`src/rtl/hcrs_pkg.sv`:
```
package hcrs_pkg;

  typedef enum logic [1:0] {
    F_IDLE,
    F_CFG,
    F_DONE
  } front_t;

  typedef enum logic [2:0] {
    S_OFF,
    S_PLL,
    S_DLL,
    S_HOLD,
    S_GAP,
    S_RUN
  } seq_t;

  function automatic int unsigned max2(input int unsigned a, input int unsigned b);
    return (a > b) ? a : b;
  endfunction

  // The DLL condition is satisfied when the DLL is not in use or reports lock.
  function automatic logic lock_ok(input logic dll_on, input logic dll_lock);
    return !dll_on || dll_lock;
  endfunction

  // Edges from the PLL lock event until the hard reset is released.
  function automatic int unsigned release_span(input logic dll_on,
                                               input int unsigned dll_wait,
                                               input int unsigned hold);
    return dll_on ? dll_wait + hold : hold;
  endfunction

endpackage

```
`src/rtl/hcrs_cfg_loader.sv`:
```
module hcrs_cfg_loader #(
  parameter int WORD_W = 32,
  parameter int BYTE_W = 8,
  parameter logic [WORD_W-1:0] DEFAULT_CFG = '0
) (
  input  logic              clk,
  input  logic              por_n,
  input  logic              load_default,
  input  logic              wr_accept,
  input  logic [BYTE_W-1:0] wr_data,
  output logic [WORD_W-1:0] cfg_word,
  output logic              cfg_valid,
  output logic              word_done
);
  localparam int LANES = WORD_W / BYTE_W;
  localparam int IDX_W = (LANES > 1) ? $clog2(LANES) : 1;

  logic [IDX_W-1:0] idx_q;
  logic             valid_q;

  assign word_done = wr_accept && (idx_q == IDX_W'(LANES - 1));
  assign cfg_valid = valid_q;

  always_ff @(posedge clk) begin
    if (!por_n) begin
      idx_q   <= '0;
      valid_q <= 1'b0;
    end else if (load_default) begin
      valid_q <= 1'b1;
    end else if (wr_accept) begin
      idx_q <= idx_q + 1'b1;
      if (word_done) valid_q <= 1'b1;
    end
  end

  for (genvar g = 0; g < LANES; g++) begin : g_lane
    logic [BYTE_W-1:0] lane_q;
    always_ff @(posedge clk) begin
      if (!por_n)
        lane_q <= '0;
      else if (load_default)
        lane_q <= DEFAULT_CFG[g*BYTE_W +: BYTE_W];
      else if (wr_accept && (idx_q == IDX_W'(g)))
        lane_q <= wr_data;
    end
    assign cfg_word[g*BYTE_W +: BYTE_W] = lane_q;
  end

endmodule

```
`src/rtl/hcrs_release_seq.sv`:
```
module hcrs_release_seq
  import hcrs_pkg::*;
#(
  parameter int DLL_WAIT = 3073,
  parameter int HOLD_CYC = 512,
  parameter int GAP_CYC  = 3
) (
  input  logic clk,
  input  logic por_n,
  input  logic start,
  input  logic pll_lock,
  input  logic dll_lock,
  input  logic dll_en,
  output logic hard_rst,
  output logic soft_rst
);
  localparam int unsigned MAXC = max2(max2(DLL_WAIT, HOLD_CYC), GAP_CYC);
  localparam int CW = $clog2(MAXC + 1);

  seq_t          st_q;
  logic [CW-1:0] cnt_q;
  logic          dll_on_q;

  always_ff @(posedge clk) begin
    if (!por_n) begin
      st_q     <= S_OFF;
      cnt_q    <= '0;
      dll_on_q <= 1'b0;
    end else begin
      unique case (st_q)
        S_OFF: if (start) st_q <= S_PLL;
        S_PLL: begin
          if (pll_lock) begin
            dll_on_q <= dll_en;
            cnt_q    <= CW'(1);
            st_q     <= dll_en ? S_DLL : S_HOLD;
          end
        end
        S_DLL: begin
          if (!pll_lock) begin
            st_q <= S_PLL;
          end else if (cnt_q == CW'(DLL_WAIT)) begin
            if (dll_lock) begin
              st_q  <= S_HOLD;
              cnt_q <= CW'(1);
            end
          end else begin
            cnt_q <= cnt_q + 1'b1;
          end
        end
        S_HOLD: begin
          if (!pll_lock) begin
            st_q <= S_PLL;
          end else if (!lock_ok(dll_on_q, dll_lock)) begin
            cnt_q <= '0;
          end else if (cnt_q == CW'(HOLD_CYC)) begin
            st_q  <= S_GAP;
            cnt_q <= CW'(1);
          end else begin
            cnt_q <= cnt_q + 1'b1;
          end
        end
        S_GAP: begin
          if (cnt_q == CW'(GAP_CYC)) st_q <= S_RUN;
          else cnt_q <= cnt_q + 1'b1;
        end
        default: st_q <= S_RUN;
      endcase
    end
  end

  assign hard_rst = (st_q == S_OFF) || (st_q == S_PLL) || (st_q == S_DLL) || (st_q == S_HOLD);
  assign soft_rst = hard_rst || (st_q == S_GAP);

endmodule

```
`src/rtl/hostcfg_reset_seq.sv`:
```
module hostcfg_reset_seq
  import hcrs_pkg::*;
#(
  parameter int WORD_W = 32,
  parameter int BYTE_W = 8,
  parameter int DLL_WAIT = 3073,
  parameter int HOLD_CYC = 512,
  parameter int GAP_CYC  = 3,
  parameter logic [WORD_W-1:0] DEFAULT_CFG = 32'h0000_0000
) (
  input  logic              clk,
  input  logic              por_n,
  input  logic              host_en_strap,
  input  logic              cfg_wr,
  input  logic [BYTE_W-1:0] cfg_wdata,
  input  logic              pll_lock,
  input  logic              dll_lock,
  input  logic              dll_en,
  output logic              int_rst,
  output logic [WORD_W-1:0] cfg_word,
  output logic              cfg_valid,
  output logic              hard_rst,
  output logic              soft_rst
);
  front_t f_st_q;

  // Named internal events, visible to the bound checker.
  logic por_rise;
  logic load_default;
  logic wr_accept;
  logic word_done;
  logic seq_start;

  assign por_rise     = (f_st_q == F_IDLE) && por_n;
  assign load_default = por_rise && !host_en_strap;
  assign wr_accept    = (f_st_q == F_CFG) && cfg_wr;
  assign seq_start    = load_default || word_done;

  always_ff @(posedge clk) begin
    if (!por_n) begin
      f_st_q <= F_IDLE;
    end else begin
      unique case (f_st_q)
        F_IDLE:  if (por_rise) f_st_q <= host_en_strap ? F_CFG : F_DONE;
        F_CFG:   if (word_done) f_st_q <= F_DONE;
        default: f_st_q <= F_DONE;
      endcase
    end
  end

  assign int_rst = (f_st_q != F_DONE);

  hcrs_cfg_loader #(
    .WORD_W(WORD_W),
    .BYTE_W(BYTE_W),
    .DEFAULT_CFG(DEFAULT_CFG)
  ) u_loader (
    .clk(clk),
    .por_n(por_n),
    .load_default(load_default),
    .wr_accept(wr_accept),
    .wr_data(cfg_wdata),
    .cfg_word(cfg_word),
    .cfg_valid(cfg_valid),
    .word_done(word_done)
  );

  hcrs_release_seq #(
    .DLL_WAIT(DLL_WAIT),
    .HOLD_CYC(HOLD_CYC),
    .GAP_CYC(GAP_CYC)
  ) u_seq (
    .clk(clk),
    .por_n(por_n),
    .start(seq_start),
    .pll_lock(pll_lock),
    .dll_lock(dll_lock),
    .dll_en(dll_en),
    .hard_rst(hard_rst),
    .soft_rst(soft_rst)
  );

endmodule

```
`config.mk`:
```
export PLATFORM = sky130hd
export DESIGN_NAME = hostcfg_reset_seq
export DESIGN_NICKNAME = d
export VERILOG_FILES = /design/src/rtl/hcrs_pkg.sv /design/src/rtl/hcrs_cfg_loader.sv /design/src/rtl/hcrs_release_seq.sv /design/src/rtl/hostcfg_reset_seq.sv
export SDC_FILE = /design/constraint.sdc
export NUM_CORES = 1
export LEC_CHECK = 0
export CAP_MARGIN = 20
export CORE_MARGIN = 3
export CORE_UTILIZATION = 35
export DETAILED_ROUTE_END_ITERATION = 16
export PLACE_DENSITY = 0.58
export SYNTH_ARGS = -nofsm -noshare
export SYNTH_HDL_FRONTEND = slang
export SYNTH_SLANG_ARGS = --single-unit
```
`constraint.sdc`:
```
create_clock -name clk -period 2.6 [get_ports clk]
set_input_delay 0.78 -clock clk [delete_from_list [all_inputs] [get_ports clk]]
set_output_delay 0.78 -clock clk [all_outputs]
set_load 0.1 [all_outputs]
```
# Word level (Yosys, flattened, before mapping)
# Cells that the tools add are included.
# Widths: inputs -> output; s select.
[totals]
reg_bits = 53
wordCells = 94
[op_classes]
addsub = 2
eq_ne = 25
muxes = 27
bitwise_logic = 2
n_reduce_logical = 28
[op_table]
columns = ["op", "n"]
rows = [
  ["$mux 12", 8],
  ["$pmux 12 s4", 1],
  ["$mux 3", 9],
  ["$ne 2x2->1 const B", 8],
  ["$pmux 3 s5", 1],
  ["$add 12x1->12 const B", 1],
  ["$eq 12x10->1 const B", 1],
  ["$eq 12x12->1 const B", 1],
  ["$eq 12x2->1 const B", 1],
  ["$ne 3x2->1 const B", 3],
  ["$reduce_and 2->1", 4],
  ["$logic_and 1x1->1", 7],
  ["$reduce_and 7->1", 1],
  ["$eq 3x2->1 const B", 2],
  ["$logic_or 1x1->1", 6],
  ["$mux 2", 3],
  ["$ne 3x3->1 const B", 2],
  ["$reduce_and 6->1", 1],
  ["$eq 2x1->1 const B", 2],
  ["$eq 2x2->1 const B", 2],
  ["$logic_not 2->1", 2],
  ["$mux 1", 4],
  ["$pmux 2 s2", 1],
  ["$reduce_bool 2->1", 2],
  ["9 further kinds", 11],
]

# Longest topological paths before layout
[logic_depth]
depth_word = 6
ltp_mapped = 9
mapped_depth_nobuf = 8

# Modules after synthesis
# A second synthesis with hierarchy kept.
[hier_totals]
cells_unflattened = 309
hier_area_um2 = 2671.3
[by_module_without_submodules]
columns = ["module", "instances", "cells_each", "area_each_um2", "seq_area_each_um2"]
rows = [
  ["hcrs_cfg_loader", 1, 158, 1386.3, 700.7],
  ["hcrs_release_seq", 1, 140, 1179.9, 320.3],
  ["hostcfg_reset_seq", 1, 11, 105.1, 40.0],
]

# Worst setup path after synthesis
# No wires, ideal clock.
[synth_timing]
kind = "register to output"
from = "register u_seq.st_q[0]"
to = "output soft_rst"
arrival_ps = 2614
required_time_ps = 1820
path_slack_ps = -794
stages_incl_launch_ff = 3
n_path_buf = 1
cell_sequence = "dfxtp_1 -> buf_2 -> o21ai_0"
[synth_via]
elab_chain_len = 5
word_cells_on_any_way = 9
[synth_lines]
columns = ["item", "line_no", "source"]
rows = [
  ["from (decl)", "hcrs_release_seq.sv:20", "seq_t st_q;"],
  ["from (signal assigned)", "hcrs_release_seq.sv:36", "st_q <= dll_en ? S_DLL : S_HOLD;"],
  ["$eq 3x1->1 or $logic_not 3->1 (tied branches)", "hcrs_release_seq.sv:72", "assign hard_rst = (st_q == S_OFF) || (st_q == S_PLL) || (st_q == S_DLL) || (st_q == S_HOLD);"],
  ["$logic_or 1x1->1 (3 in series)", "hcrs_release_seq.sv:72", ""],
  ["$logic_or 1x1->1 *", "hcrs_release_seq.sv:73", "assign soft_rst = hard_rst || (st_q == S_GAP);"],
  ["to (decl)", "hostcfg_reset_seq.sv:23", "output logic soft_rst"],
]
# Every way passes the cells marked *; elsewhere a longest branch is shown, timed or not.

# Worst setup path after layout
[layout_timing]
from = "input por_n"
to = "register u_seq.st_q[0]"
[layout_via]
elab_chain_len = 5
[layout_lines]
columns = ["item", "line_no", "source"]
rows = [
  ["from (decl)", "hostcfg_reset_seq.sv:12", "input logic por_n,"],
  ["$logic_and 1x1->1", "hostcfg_reset_seq.sv:34", "assign por_rise = (f_st_q == F_IDLE) && por_n;"],
  ["$logic_and 1x1->1", "hostcfg_reset_seq.sv:35", "assign load_default = por_rise && !host_en_strap;"],
  ["$logic_or 1x1->1", "hostcfg_reset_seq.sv:37", "assign seq_start = load_default || word_done;"],
  ["$ne 2x2->1 (no source line)", "n/a", ""],
  ["$reduce_and 7->1 (no source line)", "n/a", ""],
]
# Several ways; a longest one is shown, not always the timed one.
# A chain may end at the register's enable or synchronous reset.

==> reports/metrics.cfg <==
[status]
outcome=completed

[setup_path]
worstPathMaxFanout=3
timing.rr.start=u_seq.cnt_q[10]
r2r_slack_ns=0.50
rr_endpoint=u_seq.cnt_q[11]
path_class=in -> reg
ff2ff_path_depth=7
critPathArrivalTime_ns=2.58
crit_end=u_seq.st_q[0]
cp.required_ns=2.80
startpoint_type=input port
crit_path_end_kind=flop
crit_start=por_n

[power_and_ir_drop]
combPwrFrac_pct=12.1
p_int_mw=1.19
powerDensity_nw_per_um2=517
swShare_pct=26.0
switching_power_mw=0.417
pwr-share-clk_pct=35.1
finalPower_mw=1.61
power_leakage_nw=1.17
pwr-share-seq_pct=52.9
peakVddDrop_mv=0.233

[global_routing]
grt_overflow=0
grt_pass1_vias=2063
grt_usage_pct=15.5
antenna_found_initial=0
grt_start_max_net_pins=33
grt_pass1_wl_mm=9.77

[die]
io_pins=51
num_rows=29
die_w_um=89.5
die_h_um=89.5
die_area_um2=8000
start_util_pct=37.3
fp.coreArea_um2=6530

[clocking]
clockBufferDepth=2
postCtsHoldBufs=0
numCtsBuffers=5
clkSlewWorstSetupHoldPaths_ns=0.10
cts_resized=0
root_buffer=clkbuf_8
cts.sinks=53
cts_tree=built
cts-htree-levels=2
post_cts_buffers=0
worst_skew_pair.late_latency_ns=0.30

[yosys]
ys.flop_type=dfxtp_1
synth_top_area_cell=dfxtp_1
synth_cell_types=45
async_reset_ff_share_pct=0
yosys-top-cells-area=dfxtp_1 (44%), nand2_1 (12%), a21oi_1 (7.4%)
synth.cell_area_um2=2440
ys_ff_latch=53
synth_edf_count=0
synth_fp_nets=317
synth_area_per_cell_um2=8.27
yosysWarnings=0
yosysSeqAreaShare_pct=43.5
synth_top_area_share_pct=43.5
synthCells=295

[sta]
max_freq_mhz=421
fin_crit_ns=2.38
hold_violations=0
whs_ns=0.459
min_period_over_period_pct=91.4
max_slew_margin_pct=50.0
skew_ns=0.00466
rsz0062_at_grt=false
slew_violations=0
finalSetupViolCount=0
tightest_slew_ns=0.731

[detailed_routing]
antenna_left=0
drcViolationCount=0
drt-initial-drc-count=47
wirelength_mm=5.91
via_per_inst=5.12
dr.pass1.iters=4
wl_per_cell_um=13.8
vias=2195

[layout]
drive_above_1_share_pct=18.5
fin_area_um2=3110
final_common_cell=nand2_1
area_delta_synth_final_pct=27.3
antenna_cells=0
nets=373
fin_cells=429
mostFrequentLayoutCells=nand2_1 (79), dfxtp_1 (53), buf_4 (47)

[placed_design]
place_area_um2=2990
io_buffers=50
dp_hpwl_mm=4.35
dpl.cell_count=421
gp_congestion=0.816

[flow_run]
maxCapViolations=0

[min_path]
hp-class=reg -> reg

## cell families after synthesis
logic type	count (synthesis)	synth area share [%]
mux	2	0.872
compound gates	73	19.2
flops	53	43.5
fa+ha+maj	7	3.59
buf+inv	18	3.03
xor+xnor	1	0.359
simple gates	141	29.5
## critical path, cell delays in order
cell and delay [ns]:
clkdlybuf4s50_1 0.48, or3b_1 0.37, a211oi_1 0.23, a2111oi_0 0.13
nor4_4 0.31, nand4_1 0.12, o211a_1 0.16
## area by class of cell
| class | instances | area (um^2) |
|---|---|---|
| Fill cell | 680 | 3430 |
| Multi-Input combinational cell | 224 | 1320 |
| Sequential cell | 53 | 1060 |
| Timing Repair Buffer | 61 | 493 |
| Tap cell | 77 | 96.3 |
| Clock buffer | 6 | 72.6 |
| Clock inverter | 2 | 38.8 |
| Inverter | 6 | 22.5 |
## registers in the layout, summed over array words and instances, names as in the netlist
register and count:
u_seq.st_q 3, f_st_q 2, u_seq.dll_on_q 1, u_loader.cfg_valid 1
u_seq.cnt_q 12, u_loader.g_lane.lane_q 32, u_loader.idx_q 2
## stage by stage
stage / TNS, ns / utilization, % / setup WS (ns)
floorplan: 0 / - / 0.478
global placement: -0.0571 / 45.8 / -0.0571
detailed placement: -0.130 / 45.8 / -0.113
CTS: 0 / 47.5 / 0.219
global route: 0 / 47.5 / 0.0984
finish: 0 / 47.5 / 0.223
## synthesized netlist by cell type, drive strengths merged (4+ instances only)
cell    instances
ha              7
nor2b           7
nor2            8
nor4            4
clkbuf          9
and2            9
nor3            4
inv             6
a22o            5
nand2          79
o21ai          11
nand3           5
nand4           5
dfxtp          53
nand2b          4
and3            6
a21oi          36
o31ai           4
## how the worst min path moves through the flow
| stage | from | end | slack, ns | cells after the start |
|---|---|---|---|---|
| floorplan | u_seq.cnt_q[1] | u_seq.cnt_q[1] | 0.46 | 2 |
| global placement | u_loader.g_lane[0].lane_q[1] | u_loader.g_lane[0].lane_q[1] | 0.44 | 2 |
| detailed placement | u_loader.g_lane[2].lane_q[5] | u_loader.g_lane[2].lane_q[5] | 0.45 | 2 |
| CTS | u_loader.g_lane[2].lane_q[5] | u_loader.g_lane[2].lane_q[5] | 0.46 | 2 |
| global route | u_loader.g_lane[0].lane_q[0] | u_loader.g_lane[0].lane_q[0] | 0.49 | 2 |
| finish | u_loader.g_lane[1].lane_q[0] | u_loader.g_lane[1].lane_q[0] | 0.46 | 2 |
## per-layer routing
layer / vias up / GRT usage (%) / share of wire [%]
met4: 0 / 5.41 / 1.0
li1: 1136 / - / -
met1: 1005 / 20.7 / 49
met3: 6 / 2.86 / 4.8
met2: 48 / 25.0 / 45
met5: - / 0 / 0
## power by group through the flow
stage                     clock network (mW)  registers, mW  logic [mW]
after floorplan                            0          0.884       0.105
final                                  0.563          0.849       0.194
after global routing                   0.612          0.853       0.212
after CTS                              0.583          0.849       0.196
after detailed placement                   0          0.868       0.195
after global placement                     0          0.868       0.194
Power figures use the tool's default switching activity.
